**config.mk**
```make
export PLATFORM = sky130hd
export DESIGN_NAME = mii_rx_aligner
export DESIGN_NICKNAME = d
export VERILOG_FILES = /design/src/rtl/mii_rx_pkg.sv /design/src/rtl/mii_rx_sfd_hunt.sv /design/src/rtl/mii_rx_pairer.sv /design/src/rtl/mii_rx_status.sv /design/src/rtl/mii_rx_aligner.sv
export SDC_FILE = /design/constraint.sdc
export NUM_CORES = 1
export LEC_CHECK = 0
export BUFFER_PORTS_ARGS = -buffer_cell sky130_fd_sc_hd__buf_2
export CAP_MARGIN = 20
export CORE_MARGIN = 4
export CORE_UTILIZATION = 48
export CTS_CLUSTER_SIZE = 12
export DETAILED_ROUTE_END_ITERATION = 8
export GPL_TIMING_DRIVEN = 1
export PLACE_DENSITY = 0.84
export SETUP_SLACK_MARGIN = 0.2
export SLEW_MARGIN = 30
export SYNTH_ARGS = -nofsm -noshare
export SYNTH_HDL_FRONTEND = slang
export SYNTH_SLANG_ARGS = --single-unit
```
**constraint.sdc**
```tcl
create_clock -name clk -period 1.4 [get_ports clk]
set_input_delay 0.07 -clock clk [delete_from_list [all_inputs] [get_ports clk]]
set_output_delay 0.07 -clock clk [all_outputs]
set_load 0.01 [all_outputs]
```
**src/rtl/mii_rx_pkg.sv**
```systemverilog
package mii_rx_pkg;

    typedef enum logic [1:0] {
        HS_HUNT     = 2'd0,
        HS_PRE_ONE  = 2'd1,
        HS_PRE_MANY = 2'd2,
        HS_DATA     = 2'd3
    } hunt_state_t;

    typedef enum logic {
        AL_IDLE = 1'b0,
        AL_NIB  = 1'b1
    } align_state_t;

    localparam logic [3:0] PRE_NIB = 4'h5;
    localparam logic [3:0] SFD_NIB = 4'hD;

    typedef struct packed {
        logic odd;
        logic rxer;
        logic col;
        logic bad;
    } eof_flags_t;

    function automatic hunt_state_t hunt_next(input hunt_state_t cur, input logic [3:0] nib);
        hunt_state_t nxt;
        nxt = HS_HUNT;
        case (cur)
            HS_HUNT:     nxt = (nib == PRE_NIB) ? HS_PRE_ONE : HS_HUNT;
            HS_PRE_ONE:  nxt = (nib == PRE_NIB) ? HS_PRE_MANY : HS_HUNT;
            HS_PRE_MANY: nxt = (nib == PRE_NIB) ? HS_PRE_MANY :
                               (nib == SFD_NIB) ? HS_DATA : HS_HUNT;
            HS_DATA:     nxt = HS_DATA;
            default:     nxt = HS_HUNT;
        endcase
        return nxt;
    endfunction

endpackage

```
**src/rtl/mii_rx_sfd_hunt.sv**
```systemverilog
module mii_rx_sfd_hunt
    import mii_rx_pkg::*;
(
    input  logic       clk,
    input  logic       rst,
    input  logic       dv_i,
    input  logic       nib_vld_i,
    input  logic [3:0] nib_i,
    output logic       start_o,
    output logic       data_acc_o,
    output logic       frame_end_o
);

    hunt_state_t st;
    logic        acc;

    assign acc         = dv_i && nib_vld_i;
    assign start_o     = acc && (st == HS_PRE_MANY) && (nib_i == SFD_NIB);
    assign data_acc_o  = acc && (st == HS_DATA);
    assign frame_end_o = !dv_i && (st == HS_DATA);

    always_ff @(posedge clk) begin
        if (rst) begin
            st <= HS_HUNT;
        end else if (!dv_i) begin
            st <= HS_HUNT;
        end else if (acc) begin
            st <= hunt_next(st, nib_i);
        end
    end

    // Entering the data state needs a delimiter taken after two or more preamble nibbles
    assert_data_needs_sfd_R2: assert property (@(posedge clk) disable iff (rst)
        (st == HS_DATA) && ($past(st) != HS_DATA) |->
            ($past(st) == HS_PRE_MANY) && ($past(nib_i) == SFD_NIB) && $past(nib_vld_i));

endmodule

```
**src/rtl/mii_rx_pairer.sv**
```systemverilog
module mii_rx_pairer
    import mii_rx_pkg::*;
(
    input  logic         clk,
    input  logic         rst,
    input  logic         start_i,
    input  logic         data_acc_i,
    input  logic [3:0]   nib_i,
    output logic [7:0]   byte_o,
    output logic         byte_vld_o,
    output align_state_t align_o
);

    logic [3:0] lo_nib;

    always_ff @(posedge clk) begin
        if (rst) begin
            align_o    <= AL_IDLE;
            lo_nib     <= '0;
            byte_o     <= '0;
            byte_vld_o <= 1'b0;
        end else if (start_i) begin
            align_o    <= AL_IDLE;
            byte_vld_o <= 1'b0;
        end else if (data_acc_i) begin
            if (align_o == AL_IDLE) begin
                lo_nib     <= nib_i;
                align_o    <= AL_NIB;
                byte_vld_o <= 1'b0;
            end else begin
                byte_o     <= {nib_i, lo_nib};
                align_o    <= AL_IDLE;
                byte_vld_o <= 1'b1;
            end
        end else begin
            byte_vld_o <= 1'b0;
        end
    end

    assert_strobe_spacing_R6: assert property (@(posedge clk) disable iff (rst)
        byte_vld_o |=> !byte_vld_o);

    assert_strobe_needs_nibble_R5: assert property (@(posedge clk) disable iff (rst)
        byte_vld_o |-> $past(data_acc_i));

endmodule

```
**src/rtl/mii_rx_status.sv**
```systemverilog
module mii_rx_status
    import mii_rx_pkg::*;
#(
    parameter int LEN_W = 11
) (
    input  logic             clk,
    input  logic             rst,
    input  logic             dv_i,
    input  logic             er_i,
    input  logic             col_i,
    input  logic             start_i,
    input  logic             data_acc_i,
    input  logic             frame_end_i,
    input  align_state_t     align_i,
    output logic             cnt_lsb_o,
    output logic             eof_o,
    output logic [LEN_W-1:0] eof_len_o,
    output eof_flags_t       eof_flags_o
);

    localparam int CNT_W = LEN_W + 1;

    logic [CNT_W-1:0] nib_cnt;
    logic             seen_er;
    logic             seen_col;
    logic             odd_now;

    assign cnt_lsb_o = nib_cnt[0];
    assign odd_now   = (align_i == AL_NIB);

    always_ff @(posedge clk) begin
        if (rst) begin
            nib_cnt <= '0;
        end else if (start_i) begin
            nib_cnt <= '0;
        end else if (data_acc_i) begin
            nib_cnt <= nib_cnt + 1'b1;
        end
    end

    always_ff @(posedge clk) begin
        if (rst || !dv_i) begin
            seen_er  <= 1'b0;
            seen_col <= 1'b0;
        end else begin
            seen_er  <= seen_er  | er_i;
            seen_col <= seen_col | col_i;
        end
    end

    always_ff @(posedge clk) begin
        if (rst) begin
            eof_o       <= 1'b0;
            eof_len_o   <= '0;
            eof_flags_o <= '0;
        end else begin
            eof_o <= frame_end_i;
            if (frame_end_i) begin
                eof_len_o        <= nib_cnt[CNT_W-1:1];
                eof_flags_o.odd  <= odd_now;
                eof_flags_o.rxer <= seen_er;
                eof_flags_o.col  <= seen_col;
                eof_flags_o.bad  <= odd_now | seen_er | seen_col;
            end else begin
                eof_len_o   <= '0;
                eof_flags_o <= '0;
            end
        end
    end

    assert_eof_single_R7: assert property (@(posedge clk) disable iff (rst)
        eof_o |=> !eof_o);

    assert_eof_after_dv_low_R7: assert property (@(posedge clk) disable iff (rst)
        eof_o |-> !$past(dv_i));

endmodule

```
**src/rtl/mii_rx_aligner.sv**
```systemverilog
module mii_rx_aligner
    import mii_rx_pkg::*;
#(
    parameter int LEN_W = 11
) (
    input  logic             clk,
    input  logic             rst,
    input  logic [3:0]       rx_nib_i,
    input  logic             rx_nib_vld_i,
    input  logic             rx_dv_i,
    input  logic             rx_er_i,
    input  logic             rx_col_i,
    output logic [7:0]       byte_o,
    output logic             byte_vld_o,
    output logic             eof_o,
    output logic [LEN_W-1:0] eof_len_o,
    output logic             eof_odd_o,
    output logic             eof_rxer_o,
    output logic             eof_col_o,
    output logic             eof_bad_o
);

    logic         start;
    logic         data_acc;
    logic         frame_end;
    align_state_t align;
    logic         cnt_lsb;
    eof_flags_t   flags;

    mii_rx_sfd_hunt u_hunt (
        .clk         (clk),
        .rst         (rst),
        .dv_i        (rx_dv_i),
        .nib_vld_i   (rx_nib_vld_i),
        .nib_i       (rx_nib_i),
        .start_o     (start),
        .data_acc_o  (data_acc),
        .frame_end_o (frame_end)
    );

    mii_rx_pairer u_pair (
        .clk        (clk),
        .rst        (rst),
        .start_i    (start),
        .data_acc_i (data_acc),
        .nib_i      (rx_nib_i),
        .byte_o     (byte_o),
        .byte_vld_o (byte_vld_o),
        .align_o    (align)
    );

    mii_rx_status #(.LEN_W(LEN_W)) u_stat (
        .clk         (clk),
        .rst         (rst),
        .dv_i        (rx_dv_i),
        .er_i        (rx_er_i),
        .col_i       (rx_col_i),
        .start_i     (start),
        .data_acc_i  (data_acc),
        .frame_end_i (frame_end),
        .align_i     (align),
        .cnt_lsb_o   (cnt_lsb),
        .eof_o       (eof_o),
        .eof_len_o   (eof_len_o),
        .eof_flags_o (flags)
    );

    assign eof_odd_o  = flags.odd;
    assign eof_rxer_o = flags.rxer;
    assign eof_col_o  = flags.col;
    assign eof_bad_o  = flags.bad;

    // The toggle in the pairer and the counter LSB in the status block must agree
    assert_align_matches_count_R9: assert property (@(posedge clk) disable iff (rst)
        (align == AL_NIB) == cnt_lsb);

    assert_odd_frame_bad_R9: assert property (@(posedge clk) disable iff (rst)
        eof_o && eof_odd_o |-> eof_bad_o);

endmodule

```
# Word level (Yosys, flattened, before mapping)
# Cells that the tools add are included.
classes:
  n_addsub: 1
  n_eq_ne: 5
  muxes: 7
  n_bitwise: 9
  reduce_logical: 14
op_table:
  columns: ["op", "n"]
  rows:
  - ["adder 12 x 1 -> 12 bit (second input constant)", 1]
  - ["case mux 2 bit (4 select lines)", 1]
  - ["2-to-1 mux 2 bit", 3]
  - ["AND reduction 3 bit", 2]
  - ["OR reduction 2 bit", 3]
  - ["logical AND 1 bit", 5]
  - ["NOT 1 bit", 5]
  - ["== test 2 bit (second input constant)", 2]
  - ["== test 4 x 3 -> 1 bit (second input constant)", 1]
  - ["== test 4 bit (second input constant)", 1]
  - ["OR 1 bit", 4]
  - ["2-to-1 mux 1 bit", 3]
  - ["OR reduction 3 bit", 1]
  - ["== test 2 x 1 -> 1 bit (second input constant)", 1]
  - ["zero test 2 bit", 1]
  - ["zero test 1 bit", 1]
  - ["logical OR 1 bit", 1]
totals:
  regBits: 46
  out_inout_bits: 25
  elab_cells: 50

# Depth between registers and ports, before layout
# Gate-level depths: netlist of run 1.
logic_depth:
  word_depth: 5
  mapped_depth: 5

# By module
# A second synthesis of run 1 with hierarchy kept.
hier_totals:
  hier_cells: 170
  area_unflattened_um2: 1769.2
modules_own_cells:
  columns: ["mod", "n_inst", "cells_per_inst", "area_per_inst_um2"]
  rows:
  - ["mii_rx_status", 1, 101, 1056.0]
  - ["mii_rx_pairer", 1, 50, 569.3]
  - ["mii_rx_sfd_hunt", 1, 19, 143.9]

# Worst setup path after synthesis of run 1
# Ideal clock, no wire load.
synth_path:
  kind: "reg-to-reg"
  startpoint: "reg u_hunt.st[0]"
  endpoint: "reg u_stat.nib_cnt[6]"
  setup_ns: 0.070
  arrival_time_ns: 1.295
  required_time_ns: 1.330
  slack_ns: 0.035
  stages_incl_launch_ff: 5
  path_buffers: 1
  period_less_slack_ns: 1.365
  cell_sequence: "dfxtp_1 nand4_2 buf_6 or4_1 a21oi_1"
synth_via:
  elab_chain_len: 4
synth_lines:
  columns: ["element", "line", "source"]
  rows:
  - ["from (decl)", "mii_rx_sfd_hunt.sv:14", "hunt_state_t st;"]
  - ["from (signal assigned)", "mii_rx_sfd_hunt.sv:28", "st <= hunt_next(st, nib_i);"]
  - ["== test 2 bit", "mii_rx_sfd_hunt.sv:18", "assign start_o = acc && (st == HS_PRE_MANY) && (nib_i == SFD_NIB);"]
  - ["logical AND 1 bit (2 in a row)", "mii_rx_sfd_hunt.sv:18", null]
  - ["OR reduction 2 bit (no line)", null, null]
  - ["to (signal assigned)", "mii_rx_status.sv:37", "nib_cnt <= nib_cnt + 1'b1;"]
  - ["to (decl)", "mii_rx_status.sv:23", "logic [CNT_W-1:0] nib_cnt;"]
# Several ways; a longest one is shown, not always the timed one.
# A chain may end at the register's enable or synchronous reset.

# Worst setup path after layout of run 1
layout_path:
  startpoint: "reg u_hunt.st[1]"
  endpoint: "reg u_stat.nib_cnt[8]"
# Same word-level chain as after synthesis.

==> metrics, run 1 <==
status=finished with violations; failing checks=hold timing; Max Freq=752 MHz; Cell Area, Placed=2050 sq um; worst r2r path cells=3; Layout area overhead=39.2%; Slew Viols, Final=0; Synth Flop Type=dfxtp_1; total length of routed wires=4640 um; Chip Width=68.8 um; Arrival @ worst endpoint=1.56 ns; first-pass GRT wire length=6830 um; slowest CP cell=nor4_2; Num CTS Buffers=5; leading post-synthesis cells by cell area=dfxtp_1 52%, o21ai_0 6.5%, a21oi_1 5.9%; #FFs+latches synth=46; max_cap viols=0; First-pass DRT Iterations=4; nature of the critical path endpoint=flip-flop; final worst path period need=1.33 ns; Worst Setup Slack, final=0.0694 ns; Crit Path Category=flip-flop to flip-flop; initial antenna violation count=0; sequential power share=51.4%; Worst Hold Depth=3; worst hold start=rx_er_i; worst vdd ir=0.000681 V; row cnt=21; Leakage=0.000949 uW; fin crit share=95.0%; share of post-route cells with drive strength above 1=39.7%; H-Tree Depth=2; die area=4730 sq um; die height=68.8 um; Internal Power=2030 uW; clock root buffer=clkbuf_8; Cells after Synth=195; Worst-Skew Late Latency=0.30 ns; Final Hold Fails=1; mapped cell area=1770 sq um; cells along the critical path=nand4_4, nor4_2, mux2i_1; largest net degree at the start of global routing=18; post-route clock skew=0.00842 ns; port bufs=34; combinational cell fraction of total power=3.9%; Syn. warnings=0; initial drt markers=181; Yosys cell types=33; cell taking the most area after synthesis=dfxtp_1; CP max FO=8; Worst Hold End=u_stat.seen_er$_SDFF_PP0_; Tightest Pin Transition=0.443 ns; Initial Util=51.5%; hold_ws=-0.00657 ns; GRT Overall Usage=19.8%; Critical Path RT=1.63 ns; P_sw=512 uW; Synth async-reset ratio=0%; Post-DRT Antenna Nets=0; Final setup viols=0; post-synthesis net count=206; clock sink count=46; top cell type's share of synthesized area=51.9%; most frequent cell after synthesis=dfxtp_1; RR Startpoint=u_hunt.st[1]$_SDFFE_PP0N_; Vias/cell=5.80; DP Worst Slack=0.0637 ns; setup tns final=0 ns; antenna cell count=0; Placer Congestion=0.806; CORE AREA=3440 sq um; Pwr per Cell Area=1030 nW/um^2; Slew Limit Headroom=70.4%; Sw Share=20.2%; I/O Pins=35; # DRC=0; CTS max path bufs=2; Clk pwr share=44.7%; number of enable flip-flop cells after synthesis=0; worst r2r dst=u_stat.nib_cnt[8]$_SDFFE_PP0P_; RSZ-0062 raised after global routing=true; TritonCTS clock tree=built; Vias=1698; Final Cell Area=2470 sq um; total grt overflow=0; drt wl/cell=15.8 um; DP HPWL=2650 um; vias in the first global route=1466; Layout Nets=257; Worst Hold Class=primary input to flip-flop; clock-pin slew on the worst setup and hold paths=0.09 ns; CP max stage delay=0.43 ns; average cell area after synthesis=9.10 sq um; Setup crit start kind=flip-flop; setup slack, reg-to-reg=0.07 ns; sequential-to-total area share from yosys stat=51.9%; Post-synth top cells=46 x dfxtp_1, 23 x o21ai_0, 21 x a21oi_1
==> per-layer routing <==
layer	track usage [%]	vias to the layer above	routed length, um
li1	-	809	-
met1	23.2	786	1730
met2	32.2	85	2340
met3	6.48	18	407
met4	10.2	0	157
met5	0	-	0
==> power by group through the flow <==
stage | sequential, uW | clock [uW] | combinational [uW]
floorplan | 1340 | 0 | 32.4
global placement | 1340 | 0 | 71.4
detailed placement | 1350 | 0 | 72.4
CTS | 1310 | 1140 | 85.1
global route | 1310 | 1190 | 108
finish | 1300 | 1140 | 98.8
==> per-stage QoR <==
stage               util (%)  std cells  total power (uW)
finish                  71.8        293              2540
global placement        59.5        273              1420
floorplan                  -        195              1380
global route            71.8        293              2600
detailed placement      59.5        273              1420
CTS                     67.1        288              2530
==> state kept, by name, summed over array words and instances (netlist names) <==
signal              flops
u_stat.nib_cnt         12
u_pair.byte_o           8
u_stat.seen_col         1
u_pair.lo_nib           4
u_stat.eof_o            1
u_stat.eof_len_o       11
u_stat.eof_flags_o      4
u_hunt.st               2
u_pair.byte_vld_o       1
u_stat.seen_er          1
u_pair.align_o          1
==> how the worst max path moves through the flow <==
stage,from,endpoint
floorplan,u_stat.nib_cnt[1]$_SDFFE_PP0P_,u_stat.nib_cnt[6]$_SDFFE_PP0P_
global placement,u_stat.nib_cnt[1]$_SDFFE_PP0P_,u_stat.nib_cnt[6]$_SDFFE_PP0P_
detailed placement,u_hunt.st[1]$_SDFFE_PP0N_,u_stat.nib_cnt[8]$_SDFFE_PP0P_
CTS,u_hunt.st[1]$_SDFFE_PP0N_,u_stat.nib_cnt[6]$_SDFFE_PP0P_
global route,u_hunt.st[1]$_SDFFE_PP0N_,u_stat.nib_cnt[10]$_SDFFE_PP0P_
finish,u_hunt.st[1]$_SDFFE_PP0N_,u_stat.nib_cnt[8]$_SDFFE_PP0P_
==> cell usage in the layout, fill, tap and decap left out, types with 4 or more instances in the layout <==
cell type  Yosys  final
buf_2          3     34
and2_1        14     14
mux2i_1        4      4
clkbuf_8       0      6
a21oi_1       21     11
o21ai_0       23     15
buf_6          1      7
nand3_1       17     16
a21oi_2        0     10
dfxtp_1       46     36
buf_4          0     11
nand2_1        7      5
nor2b_1        4      4
o21ai_1        0      8
nand4_1        5      5
nor2_1        10     10
dfxtp_4        0      7
==> cell families after synthesis <==
logic type	Yosys count	synth area share, %
compound gates	53	16.5
xor+xnor	1	0.494
fa+ha+maj	1	0.705
buf+inv	13	3.39
flops	46	51.9
mux	4	2.26
simple gates	77	24.8
==> worst max-delay path: cells and delay by family, from the launching register on <==
family | cells | cell delay [ns]
DFF | 1 | 0.41
muxes | 1 | 0.24
and+or+nand+nor | 2 | 0.61
==> timing repair <==
action,CTS,global route
gates cloned,1,1
setup endpoints to repair,24,40
gates resized for setup,16,38
hold buffers,1,0
buffers inserted,5,4
pin swaps,5,10
hold endpoints to repair,1,0
==> area by class of cell <==
type / instances / area [sq um]
Multi-Input combinational cell: 137 / 955
Tap cell: 46 / 57.6
Inverter: 2 / 7.51
Clock buffer: 7 / 108
Fill cell: 251 / 972
Sequential cell: 46 / 951
Timing Repair Buffer: 54 / 362
Clock inverter: 1 / 30.0
No activity file was read; power rests on OpenSTA's default activity.
==> run 2, diff against run 1 <==
--- a/config.mk
+++ b/config.mk
@@ -11,8 +11,10 @@
 export CORE_UTILIZATION = 48
 export CTS_CLUSTER_SIZE = 12
 export DETAILED_ROUTE_END_ITERATION = 8
+export GPL_ROUTABILITY_DRIVEN = 0
 export GPL_TIMING_DRIVEN = 1
 export PLACE_DENSITY = 0.84
+export RECOVER_POWER = 50
 export SETUP_SLACK_MARGIN = 0.2
 export SLEW_MARGIN = 30
 export SYNTH_ARGS = -nofsm -noshare
==> run 2 against run 1 <==
The flow still finishes with violations (hold timing). Critical endpoint unchanged. Global-route usage stayed put. Clock-buffer cell count stayed put. Combinational power is 1% lower. Critical path type unchanged. Via count is 0.59% lower. Largest power group unchanged. Sequential share of layout area is 0.61 points higher. Register-to-register slack better by 0.02 ns. Largest cell class unchanged. Hold slack worse by 0.0011 ns.
==> metrics, run 2 (synthesis results as in run 1) <==
Max Freq=763 MHz (+1.6%); post-route clock skew=0.00754 ns (-0.000878 ns); Slew Viols, Final=0 (unchanged); Worst Hold Class=primary input to flip-flop; most frequent cells in the layout=36 x dfxtp_1, 26 x clkbuf_1, 16 x nand3_1, 15 x o21ai_0, 13 x and2_1; Vias/cell=5.76 (-0.59%); setup tns final=0 ns (unchanged); Setup crit start kind=flip-flop; Tightest Pin Transition=0.444 ns (+0.00115 ns); # DRC=0 (unchanged); RSZ-0062 raised after global routing=true; Slew Limit Headroom=70.4% (-0.077 points); Crit Path Category=flip-flop to flip-flop; Vias=1688 (-0.59%); DP HPWL=2650 um (unchanged); GRT Overall Usage=19.8% (unchanged); worst vdd ir=0.000676 V (-0.73%); Pwr per Cell Area=1040 nW/um^2 (+1.4%); vias in the first global route=1466 (unchanged); Final setup viols=0 (unchanged); TritonCTS clock tree=built; largest net degree at the start of global routing=18 (unchanged); leading cell type in the layout, fill and taps excluded=dfxtp_1; Worst-Skew Late Latency=0.30 ns (about the same); row cnt=21 (unchanged); DP Worst Slack=0.0637 ns (unchanged); CP max FO=8 (unchanged); initial antenna violation count=0 (unchanged); port bufs=34 (unchanged); max_cap viols=0 (unchanged); total grt overflow=0 (unchanged); worst r2r path cells=3 (unchanged); Layout area overhead=37.0%; nature of the critical path endpoint=flip-flop; H-Tree Depth=2 (unchanged); hold_ws=-0.00768 ns (-0.00111 ns); Worst Hold End=u_stat.seen_er$_SDFF_PP0_; Critical Path RT=1.63 ns (about the same); first-pass GRT wire length=6830 um (unchanged); Largest Register=u_stat.nib_cnt; total length of routed wires=4600 um (-0.73%); Initial Util=51.5% (unchanged); worst hold start=rx_er_i; die height=68.8 um (unchanged); setup slack, reg-to-reg=0.09 ns (+0.02 ns); Leakage=0.000833 uW (-12%); Layout Nets=257 (unchanged); Worst Hold Depth=3 (unchanged); First-pass DRT Iterations=4 (unchanged); clock sink count=46 (unchanged); worst r2r dst=u_stat.nib_cnt[8]$_SDFFE_PP0P_; fin crit share=93.6% (-1.5 points); antenna cell count=0 (unchanged); share of post-route cells with drive strength above 1=29.1% (-11 points); drt wl/cell=15.7 um (-0.73%); CTS max path bufs=2 (unchanged); Final Hold Fails=1 (unchanged); max FFs per register=12 (unchanged); Arrival @ worst endpoint=1.54 ns (-0.02 ns); failing checks=hold timing; CORE AREA=3440 sq um (unchanged); final worst path period need=1.31 ns (-0.0208 ns); initial drt markers=189 (+4.4%); Chip Width=68.8 um (unchanged); Post-DRT Antenna Nets=0 (unchanged); die area=4730 sq um (unchanged); I/O Pins=35 (unchanged); leading registers by flop count=u_stat.nib_cnt x12, u_stat.eof_len_o x11, u_pair.byte_o x8; clock-pin slew on the worst setup and hold paths=0.08 ns (about the same); Worst Setup Slack, final=0.0902 ns (+0.0208 ns); status=finished with violations; clock root buffer=clkbuf_8; RR Startpoint=u_hunt.st[1]$_SDFFE_PP0N_; Num CTS Buffers=5 (unchanged)
run 2: cell types whose count changed in the layout (fill, tap and decap cells not counted), sizes merged:
cell | previous run | this run
buf | 53 | 27
clkbuf | 7 | 33
run 2: timing repair:
action	CTS	global route
hold buffers	1	0
pin swaps	5	10
gates cloned	1	1
setup endpoints to repair	24	40
endpoints found under the hold margin	1	0
buffers inserted	5	4
gates resized for setup	16	38
run 2: power breakdown:
part           total, uW  switching (uW)  internal, uW
sequential          1300            5.93          1300
clock               1130             443           689
combinational       97.8            59.3          38.5
total               2540             509          2030
run 2: worst max-delay path by stage:
stage                                        start  slack [ns]                              end  depth (start not counted)
finish                   u_hunt.st[1]$_SDFFE_PP0N_        0.09   u_stat.nib_cnt[8]$_SDFFE_PP0P_                          3
global route             u_hunt.st[1]$_SDFFE_PP0N_        0.03  u_stat.nib_cnt[10]$_SDFFE_PP0P_                          5
CTS                      u_hunt.st[1]$_SDFFE_PP0N_        0.12   u_stat.nib_cnt[6]$_SDFFE_PP0P_                          3
detailed placement       u_hunt.st[1]$_SDFFE_PP0N_        0.06   u_stat.nib_cnt[8]$_SDFFE_PP0P_                          3
global placement    u_stat.nib_cnt[1]$_SDFFE_PP0P_         0.1   u_stat.nib_cnt[6]$_SDFFE_PP0P_                          4
floorplan           u_stat.nib_cnt[1]$_SDFFE_PP0P_        0.15   u_stat.nib_cnt[6]$_SDFFE_PP0P_                          4
run 2: routing by layer:
layer / routed length, um / global-route usage [%]
met1: 1800 / 23.2
met2: 2320 / 32.2
met3: 329 / 6.48
met4: 153 / 10.2
met5: 0 / 0
run 2: stage by stage:
step / hold slack, ns / instance area [sq um] / instances / power [uW] / util (%)
2_1_floorplan: 0.149 / 1810 / 195 / 1380 / -
3_3_place_gp: 0.279 / 2050 / 273 / 1420 / 59.5
3_5_place_dp: 0.291 / 2050 / 273 / 1420 / 59.5
4_1_cts: 0.00179 / 2310 / 288 / 2530 / 67.1
5_1_grt: 0.0199 / 2430 / 293 / 2600 / 70.6
6_report: -0.00768 / 2430 / 293 / 2540 / 70.6
run 2: worst max-delay path: stages, from the launching register on:
cell and delay [ns]:
dfxtp_4 0.40, nand4_4 0.18, nor4_2 0.42, mux2i_1 0.24
run 2: layout make-up:
cell class                      instances  area (sq um)
Clock buffer                            7           108
Clock inverter                          1          30.0
Fill cell                             272          1010
Inverter                                2          7.51
Multi-Input combinational cell        137           955
Sequential cell                        46           951
Tap cell                               46          57.6
Timing Repair Buffer                   54           323
==> run 3, diff against run 2 <==
==> constraint.sdc (replaced) <==
create_clock -name clk -period 1.4 [get_ports clk]
set_input_delay 0.21 -clock clk [delete_from_list [all_inputs] [get_ports clk]]
set_output_delay 0.21 -clock clk [all_outputs]
set_load 0.01 [all_outputs]
==> run 3 against run 2 <==
The flow now finishes without violations. Wire length is 6.5% lower. Non-clock buffer count down 1. Worst setup slack got worse by 0.021 ns. Sequential power is essentially flat. Global-route usage shrank 1.2 points. Sequential cell count did not move. Cell area is 3.8% lower. Combinational power fell by 12%. Power fell by 8.9%. Die area did not move. First-iteration DRC count up 20%. Sequential share of layout area up 1.2 points. Highest routed layer unchanged.
==> metrics, run 3 (synthesis results as in run 1) <==
status=completed; DP HPWL=2590 um (-2.2%); worst vdd ir=0.000708 V (+4.7%); clock sink count=46 (unchanged); total chip power=2310 uW (-8.9%); Setup crit start kind=flip-flop; # DRC=0 (unchanged); Slew Limit Headroom=65.2% (-5.2 points); total length of routed wires=4310 um (-6.5%); H-Tree Depth=2 (unchanged); Final Hold Fails=0 (-1); share of post-route cells with drive strength above 1=26.4% (-2.7 points); Final setup viols=0 (unchanged); die height=68.8 um (unchanged); leading registers by flop count=u_stat.nib_cnt x12, u_stat.eof_len_o x11, u_pair.byte_o x8; drt wl/cell=14.7 um (-6.1%); die area=4730 sq um (unchanged); Layout Nets=256 (-0.39%); port bufs=34 (unchanged); fin crit share=95.1% (+1.5 points); TritonCTS clock tree=built; max FFs per register=12 (unchanged); Worst-Skew Late Latency=0.30 ns (about the same); Vias/cell=5.66 (-1.7%); CORE AREA=3440 sq um (unchanged); Arrival @ worst endpoint=1.57 ns (+0.03 ns); I/O Pins=35 (unchanged); Vias=1654 (-2.0%); initial antenna violation count=0 (unchanged); clock-pin slew on the worst setup and hold paths=0.09 ns (about the same); row cnt=21 (unchanged); CP max FO=7 (-1); # fillers=268 (-1.5%); max_cap viols=0 (unchanged); largest net degree at the start of global routing=18 (unchanged); GRT Overall Usage=18.7% (-1.2 points); nature of the critical path endpoint=flip-flop; Tightest Pin Transition=0.522 ns (+0.0781 ns); CTS max path bufs=2 (unchanged); leading cell type in the layout, fill and taps excluded=dfxtp_1; First-pass DRT Iterations=4 (unchanged); Worst Hold Class=primary input to flip-flop; Post-DRT Antenna Nets=0 (unchanged); Max Freq=751 MHz (-1.6%); Leakage=0.000776 uW (-6.8%); initial drt markers=227 (+20%); Layout area overhead=31.8%; antenna cell count=0 (unchanged); vias in the first global route=1441 (-1.7%); Largest Register=u_stat.nib_cnt; Num CTS Buffers=5 (unchanged); Crit Path Category=flip-flop to flip-flop; total grt overflow=0 (unchanged); clock root buffer=clkbuf_8; RSZ-0062 raised after global routing=true; Initial Util=51.5% (unchanged); final worst path period need=1.33 ns (+0.0214 ns); hold buffer count at CTS=0 (-1); Slew Viols, Final=0 (unchanged); setup tns final=0 ns (unchanged); Critical Path RT=1.64 ns (about the same); most frequent cells in the layout=37 x dfxtp_1, 26 x clkbuf_1, 17 x o21ai_0, 15 x nand3_1; Chip Width=68.8 um (unchanged); Pwr per Cell Area=988 nW/um^2 (-5.3%); first-pass GRT wire length=6520 um (-4.6%); post-route clock skew=0.00973 ns (+0.00219 ns)
run 3: cell types whose count changed in the layout (fill, tap and decap cells not counted), moves of 2 or more:
cell	before	now
a21oi_1	11	14
a21oi_2	10	7
buf_4	11	14
buf_6	6	3
clkinvlp_4	0	2
dfxtp_2	3	5
dfxtp_4	7	4
o21ai_0	15	17
o21ai_1	8	6
run 3: area by class of cell:
| cell class | instances | area (sq um) | share of cell area, % |
|---|---|---|---|
| Sequential cell | 46 | 942 | 40.3 |
| Multi-Input combinational cell | 137 | 915 | 39.1 |
| Timing Repair Buffer | 53 | 308 | 13.2 |
| Clock buffer | 6 | 93.8 | 4.01 |
| Tap cell | 46 | 57.6 | 2.46 |
| Clock inverter | 2 | 15.0 | 0.642 |
| Inverter | 2 | 7.51 | 0.321 |
run 3: repair_timing:
| action | 4_1_cts | 5_1_grt |
|---|---|---|
| pin swaps | 4 | 4 |
| resized for setup | 12 | 22 |
| setup endpoints to repair | 13 | 17 |
| buffers inserted | 8 | 3 |
| gates cloned | 1 | 1 |
run 3: power breakdown:
part	total (uW)	leakage, uW	internal (uW)	switching [uW]
combinational	86.2	0.000351	33.5	52.8
clock	913	0.0000486	459	454
sequential	1310	0.000377	1300	6.02
total	2310	0.000776	1800	513
run 3: final timing paths:
| kind | startpoint | endpoint | slack, ns | depth (start not counted) |
|---|---|---|---|---|
| min reg2reg | u_pair.lo_nib[2]$_SDFFE_PP0P_ | u_pair.byte_o[2]$_SDFFE_PP0P_ | 0.47 | 2 |
| max | u_hunt.st[0]$_SDFFE_PP0N_ | u_stat.nib_cnt[5]$_SDFFE_PP0P_ | 0.07 | 3 |
| min | rx_col_i | u_stat.seen_col$_SDFF_PP0_ | 0.12 | 3 |
| max reg2reg | u_hunt.st[0]$_SDFFE_PP0N_ | u_stat.nib_cnt[5]$_SDFFE_PP0P_ | 0.07 | 3 |
run 3: critical path: stages, from the launching register on:
cell and delay (ns):
dfxtp_4 0.41, nand4_4 0.17, or4_4 0.58, a21oi_2 0.12
run 3: metal layers:
metal  GRT usage, %  vias to the layer above  wire (um)  share of wire [%]
li1               -                      808          -                  -
met1           22.7                      776       1810                 42
met2           31.2                       63       2120                 49
met3           5.51                        7        304                7.1
met4           6.57                        0         66                1.5
met5              0                        -          0                  0
run 3: per-stage QoR:
step,instance area (sq um),cells,setup WS [ns],hold WS (ns),utilization (%)
6_report,2340,292,0.0688,0.117,67.9
3_3_place_gp,2050,271,0.113,0.421,59.4
4_1_cts,2280,288,0.112,0.118,66.3
3_5_place_dp,2050,271,0.0704,0.430,59.4
5_1_grt,2340,292,0.0286,0.123,67.9
2_1_floorplan,1810,195,0.147,0.289,-
